File: src/rtl/secded_pkg.sv
package secded_pkg;

  function automatic int calc_chk_w(input int k);
    int m;
    m = 1;
    while ((1 << m) < m + k + 1) m++;
    return m;
  endfunction

  function automatic bit is_pow2(input int p);
    return (p > 0) && ((p & (p - 1)) == 0);
  endfunction

  // inner position of information bit j
  function automatic int data_pos(input int j);
    int p;
    int c;
    p = 2;
    c = -1;
    while (c < j) begin
      p++;
      if (!is_pow2(p)) c++;
    end
    return p;
  endfunction

endpackage

File: src/rtl/secded_split.sv
module secded_split
  import secded_pkg::*;
#(
  parameter int DATA_W     = 8,
  parameter bit PAR_AT_LSB = 1'b1,
  localparam int CHK_W     = calc_chk_w(DATA_W),
  localparam int CW_W      = CHK_W + DATA_W
) (
  input  logic [CW_W:0]     word_i,
  output logic [CW_W:1]     inner_o,
  output logic              ext_o,
  output logic [DATA_W-1:0] raw_o
);

  if (PAR_AT_LSB) begin : g_lsb
    assign inner_o = word_i[CW_W:1];
    assign ext_o   = word_i[0];
  end else begin : g_msb
    assign inner_o = word_i[CW_W-1:0];
    assign ext_o   = word_i[CW_W];
  end

  for (genvar g = 0; g < DATA_W; g++) begin : g_raw
    assign raw_o[g] = inner_o[data_pos(g)];
  end

endmodule

File: src/rtl/secded_syndrome.sv
module secded_syndrome
  import secded_pkg::*;
#(
  parameter int DATA_W = 8,
  localparam int CHK_W = calc_chk_w(DATA_W),
  localparam int CW_W  = CHK_W + DATA_W
) (
  input  logic [CW_W:1]    inner_i,
  input  logic             ext_i,
  output logic [CHK_W-1:0] syn_o,
  output logic             odd_o
);

  function automatic logic cover_xor(input logic [CW_W:1] v, input int b);
    logic acc;
    acc = 1'b0;
    for (int p = 1; p <= CW_W; p++)
      if (((p >> b) & 1) == 1) acc ^= v[p];
    return acc;
  endfunction

  for (genvar g = 0; g < CHK_W; g++) begin : g_chk
    assign syn_o[g] = cover_xor(inner_i, g);
  end

  assign odd_o = (^inner_i) ^ ext_i;

endmodule

File: src/rtl/secded_classify.sv
module secded_classify
  import secded_pkg::*;
#(
  parameter int DATA_W = 8,
  localparam int CHK_W = calc_chk_w(DATA_W),
  localparam int CW_W  = CHK_W + DATA_W
) (
  input  logic [CHK_W-1:0] syn_i,
  input  logic             odd_i,
  output logic             ok_o,
  output logic             corr_o,
  output logic             uncorr_o,
  output logic             fix_en_o
);

  localparam logic [CHK_W-1:0] LAST_POS = CHK_W'(CW_W);

  logic syn_nz;
  logic in_range;

  assign syn_nz   = |syn_i;
  assign in_range = (syn_i <= LAST_POS);

  assign ok_o     = !syn_nz && !odd_i;
  assign corr_o   = odd_i && (!syn_nz || in_range);
  assign uncorr_o = syn_nz && (!odd_i || !in_range);
  assign fix_en_o = odd_i && syn_nz && in_range;

endmodule

File: src/rtl/secded_fix.sv
module secded_fix
  import secded_pkg::*;
#(
  parameter int DATA_W = 8,
  localparam int CHK_W = calc_chk_w(DATA_W)
) (
  input  logic [DATA_W-1:0] raw_i,
  input  logic [CHK_W-1:0]  syn_i,
  input  logic              fix_en_i,
  output logic [DATA_W-1:0] data_o
);

  // check-bit hits need no data fix, so only data positions are decoded
  for (genvar g = 0; g < DATA_W; g++) begin : g_bit
    localparam logic [CHK_W-1:0] POS = CHK_W'(data_pos(g));
    assign data_o[g] = raw_i[g] ^ (fix_en_i && (syn_i == POS));
  end

endmodule

File: src/rtl/secded_dec.sv
module secded_dec
  import secded_pkg::*;
#(
  parameter int DATA_W     = 8,
  parameter bit PAR_AT_LSB = 1'b1,
  localparam int CHK_W     = calc_chk_w(DATA_W),
  localparam int CW_W      = CHK_W + DATA_W
) (
  input  logic [CW_W:0]     word_i,
  output logic [DATA_W-1:0] data_o,
  output logic [CHK_W-1:0]  syndrome_o,
  output logic              ok_o,
  output logic              corr_o,
  output logic              uncorr_o
);

  logic [CW_W:1]     inner;
  logic              ext;
  logic [DATA_W-1:0] raw;
  logic              odd;
  logic              fix_en;

  secded_split #(.DATA_W(DATA_W), .PAR_AT_LSB(PAR_AT_LSB)) u_split (
    .word_i (word_i),
    .inner_o(inner),
    .ext_o  (ext),
    .raw_o  (raw)
  );

  secded_syndrome #(.DATA_W(DATA_W)) u_syn (
    .inner_i(inner),
    .ext_i  (ext),
    .syn_o  (syndrome_o),
    .odd_o  (odd)
  );

  secded_classify #(.DATA_W(DATA_W)) u_cls (
    .syn_i   (syndrome_o),
    .odd_i   (odd),
    .ok_o    (ok_o),
    .corr_o  (corr_o),
    .uncorr_o(uncorr_o),
    .fix_en_o(fix_en)
  );

  secded_fix #(.DATA_W(DATA_W)) u_fix (
    .raw_i   (raw),
    .syn_i   (syndrome_o),
    .fix_en_i(fix_en),
    .data_o  (data_o)
  );

endmodule

File: config.mk
export PLATFORM = sky130hd
export DESIGN_NAME = secded_dec
export DESIGN_NICKNAME = d
export VERILOG_FILES = /design/src/rtl/secded_pkg.sv /design/src/rtl/secded_split.sv /design/src/rtl/secded_syndrome.sv /design/src/rtl/secded_classify.sv /design/src/rtl/secded_fix.sv /design/src/rtl/secded_dec.sv
export SDC_FILE = /design/constraint.sdc
export NUM_CORES = 1
export LEC_CHECK = 0
export CAP_MARGIN = 20
export CORE_MARGIN = 2
export CORE_UTILIZATION = 43
export DETAILED_ROUTE_END_ITERATION = 8
export PLACE_DENSITY = 0.91
export SYNTH_ARGS = -nofsm -noshare
export SYNTH_HDL_FRONTEND = slang
export SYNTH_HIERARCHICAL = 1
export SYNTH_SLANG_ARGS = --single-unit
File: constraint.sdc
create_clock -name vclk -period 4.65
set_clock_uncertainty 0.15 [all_clocks]
set_input_delay 1.1625 -clock vclk [all_inputs]
set_output_delay 1.1625 -clock vclk [all_outputs]
set_load 0.05 [all_outputs]
==> results list, run 1 <==
* Fraction of synthesized cell area in xor and xnor cells: 48.0%
- After synthesis, the largest family of logic cells by area is XOR/XNOR gates.
* Leading post-synthesis cells by instance count: sky130_fd_sc_hd__buf_4, sky130_fd_sc_hd__xnor2_1, sky130_fd_sc_hd__xor2_1, sky130_fd_sc_hd__nor2_1, sky130_fd_sc_hd__nor3_1
* Share of the yosys chip area belonging to registers: 0%
* Outcome: aborted with a tool error
* Stopping stage: detailed placement (3_5_place_dp)
- Standard-cell rows: 13
- Post-synthesis instance area: 576 um^2
* Compound-cell area share of the yosys netlist: 5.65%
- Averaged over all synthesized cells, the footprint is 8.59 um^2.
- The synthesized netlist devotes 18.9% of its cell area to simple gates.
- The biggest area contributor in the post-synthesis netlist is sky130_fd_sc_hd__buf_4.
* Ports: 28
* Synthesized netlist net count: 80
- The first error in the log reads "Error: detail_place.tcl, 38 bad optional access".
- Adder-cell share of the synthesized area: 0%
- Placer's final routability congestion estimate: 0.826
- Most frequent cell after synthesis: sky130_fd_sc_hd__buf_4
- Measured against the total synthesized area, the mux share comes to 0%.
- Summed over its instances, the top area cell type makes up 27.4% of the synthesized netlist area.
* Initial Utilization: 45.4%
- The count of buffers added on input and output ports is 28.
- Number of standard cells after synthesis: 67
* Height of the die: 40.6 um
* Count of synthesis-stage warnings from yosys: 6
- Biggest area contributors in the synthesized netlist: sky130_fd_sc_hd__buf_4, sky130_fd_sc_hd__xnor2_1, sky130_fd_sc_hd__xor2_1, sky130_fd_sc_hd__xnor3_1, sky130_fd_sc_hd__nor4b_2
* Width of the chip: 40.6 um
- Distinct cells, synth: 19
[kinds of logic after synthesis]
kind of cell | after synthesis
compound gates | 4
xor+xnor | 25
buf+inv | 21
simple gates | 17
[through the flow]
step / hold slack [ns] / setup TNS (ns) / setup slack [ns] / cells
after floorplan: 2.41 / -1.72 / -0.255 / 67
after global placement: 3.02 / -2.39 / -0.311 / 111
==> run 2, diff against run 1 <==
Settings changed: CORE_AREA set to 2 2 63 65, CORE_MARGIN 2 to unset, CORE_UTILIZATION 43 to unset, DIE_AREA set to 0 0 65 67, PLACE_DENSITY 0.91 to unset, PLACE_DENSITY_LB_ADDON set to 0.15.
==> run 2 against run 1 <==
  * The run now ends clean
  * Synthesized cell count is the same
  * Synthesized area unchanged
==> results list, run 2 <==
- Outcome: complete, no violations
* Final setup violation count: 0
* Iteration count of the initial detailed-routing pass: 3
- In this run the vertical extent of the chip is 67 um.
- Initial antenna violation count: 0
- Across the VDD grid, the largest voltage drop is 0.110 mV.
* Hold WS: 2.64 ns
* Required time at the endpoint of the critical path: 3.34 ns
* Share of the yosys chip area belonging to registers: 0%
- Most frequent cell after synthesis: sky130_fd_sc_hd__buf_4
- For the worst setup path, the data arrival time is 3.28 ns.
* Sequential cell area: 0 um^2
- Highest Clock Rate: 218 MHz
* Ports: 28
- Cell internal power was estimated by the tool at 322 uW.
- In the finished layout, the clock tree contains a buffer count of 0.
- In this run the worst hold path is classified as in -> out.
- Leading post-synthesis cells by instance count: sky130_fd_sc_hd__buf_4, sky130_fd_sc_hd__xnor2_1, sky130_fd_sc_hd__xor2_1, sky130_fd_sc_hd__nor2_1, sky130_fd_sc_hd__nor3_1
- Vias in the first global route: 535
- The count of buffers added on input and output ports is 28.
- Post-synthesis instance area: 576 um^2
- The congestion estimate from routability-driven global placement came to 0.723.
- Count of synthesis-stage warnings from yosys: 6
* Number of routed nets with antenna violations: 0
- Relative to the synthesized area, the layout overhead comes to 174%.
- Mean instance size in the synthesized netlist: 8.59 um^2
- Leakage power: 0.000664 uW
- The die covers 4360 um^2.
- Fraction of the cycle the final worst path needs: 98.7%
- Standard-cell rows: 22
- Type of the worst setup path: in -> out
- Number of vias per cell: 3.45
* Sequential cells: 0
* Global-route wire length before repair: 2.61 mm
- Width of the chip: 65 um
- Top cell type's share of synthesized area: 27.4%
* Number of hold violations in the final report: 0
- Across the run, the number of max-cap violations was 0.
* Placed cell area: 1320 um^2
- Once layout is done, the placed cells without fillers occupy 1580 um^2.
- The synthesized netlist contains 19 unique library cells.
- Along the worst path, the maximum fanout reaches 3.
- The repair_antennas step left the layout with diodes totalling 0.
- sky130_fd_sc_hd__buf_4 takes more of the synthesized area than any other cell.
- The filler cells instantiated in the layout total 337.
* Net switching power of the design: 315 uW
- Combinational share of power: 100.0%
- Share of layout cells above drive strength 1: 85.8%
- Proportion of total power due to net switching: 49.4%
- Area of the core region: 3610 um^2
* Worst-Margin Slew: 0.318 ns
- At the end of the flow the core is filled with cells to 43.8%.
- Area occupied by multi-input gates: 848 um^2
* Register share of total power: 0%
- In the global route stage, overall resource usage came out at 7.63%.
* Number of nets in the layout: 121
- After detailed routing, the average wire length per cell comes to 10.0 um.
- Ranked by total cell area, the synthesized netlist is headed by sky130_fd_sc_hd__buf_4, sky130_fd_sc_hd__xnor2_1, sky130_fd_sc_hd__xor2_1, sky130_fd_sc_hd__xnor3_1, sky130_fd_sc_hd__nor4b_2.
* Summed negative setup slack over all endpoints: 0 ns
* Hold-critical path depth: 4
* Placed wire-length estimate: 1.39 mm
* CP Capture Type: primary output
* Commonest cells after routing, fill and taps aside: sky130_fd_sc_hd__buf_4, sky130_fd_sc_hd__buf_12, sky130_fd_sc_hd__xnor2_4, sky130_fd_sc_hd__buf_6, sky130_fd_sc_hd__xor2_4
* Overflow left after global routing: 0
- The detailed router placed 531 vias in this run.
* Final slew viol count: 0
* Non-Filler Instances: 154
- In this run the power density over the cells is 403 nW/um^2.
- The initial utilization of the core area, before any placement, comes to 16.0%.
- In this run the tightest slew margin relative to its limit is 78.7%.
* Number of standard cells after synthesis: 67
- STA classifies the critical path startpoint as an input pin.
* Remaining DRCs: 0
- The detailed router finished its first iteration with 16 violations.
- Synthesized netlist net count: 80
- After detailed placement, the design holds a cell count of 146.
- Shortest period the worst path allows: 4.59 ns
- Final Routed Wirelength: 1.55 mm
* Part of the power in the clock network: 0%
- The library cell used most frequently in the layout, excluding fill and tap cells, is sky130_fd_sc_hd__buf_4.
- Entering global routing, the biggest net connects 6 pins.
* Unrepaired setup endpoints after global routing: yes
[run 2: cell counts after synthesis]
Identical to the previous run, type by type.
[run 2: final cells by class]
class	instances	area share, %
Multi-Input combinational cell	46	53.7
Tap cell	48	3.80
Timing Repair Buffer	60	42.5
[run 2: cells by family (layout without fill, tap and decap cells)]
| kind of cell | after synthesis | after routing | synth area share [%] |
|---|---|---|---|
| AND/OR/NAND/NOR | 17 | 17 | 18.9 |
| AO/OA/AOI/OAI | 4 | 4 | 5.65 |
| XOR/XNOR | 25 | 25 | 48.0 |
| buffers and inverters | 21 | 60 | 27.4 |
[run 2: layer usage]
metal | wire [um] | part of all wire (%) | vias to the layer above | track usage, %
met5 | 0 | 0 | - | 0
met4 | 0 | 0 | 0 | 0
met3 | 50 | 3.2 | 0 | 0
met2 | 872 | 56 | 15 | 14.7
met1 | 623 | 40 | 241 | 10.1
li1 | - | - | 275 | -
[run 2: power groups by stage]
| stage | Combinational, uW | Sequential (uW) | Clock [uW] |
|---|---|---|---|
| after global routing | 669 | 0 | 0 |
| final | 636 | 0 | 0 |
| after global placement | 551 | 0 | 0 |
| after CTS | 629 | 0 | 0 |
| after floorplan | 311 | 0 | 0 |
| after detailed placement | 552 | 0 | 0 |
[run 2: critical path, cell delays in order]
cell                       delay [ns]
sky130_fd_sc_hd__buf_6           0.07
sky130_fd_sc_hd__xnor3_2         0.45
sky130_fd_sc_hd__xnor2_4         0.17
sky130_fd_sc_hd__buf_6           0.12
sky130_fd_sc_hd__or4_4           0.51
sky130_fd_sc_hd__o211a_4         0.18
sky130_fd_sc_hd__nand3b_1        0.10
sky130_fd_sc_hd__buf_6           0.13
sky130_fd_sc_hd__nor2_4          0.05
sky130_fd_sc_hd__xor2_4          0.18
sky130_fd_sc_hd__buf_12          0.15
[run 2: path summary, 6_finish.rpt]
| path | start | to | slack [ns] |
|---|---|---|---|
| min | word_i[9] | data_o[4] | 2.64 |
| max | word_i[10] | data_o[6] | 0.06 |
[run 2: metrics by stage]
stage / power, uW / setup WS (ns)
2_1_floorplan: 311 / -0.255
3_3_place_gp: 551 / -0.460
3_5_place_dp: 552 / -0.454
4_1_cts: 629 / 0.00445
5_1_grt: 669 / -0.0174
6_report: 636 / 0.0587
[run 2: timing repair]
item | 4_1_cts | 5_1_grt
hold buffers | 0 | 0
setup endpoints to repair | 10 | 6
setup buffers | 7 | 1
pin swaps | 19 | 8
resized for setup | 53 | 13
(Power assumes the default switching activity.)
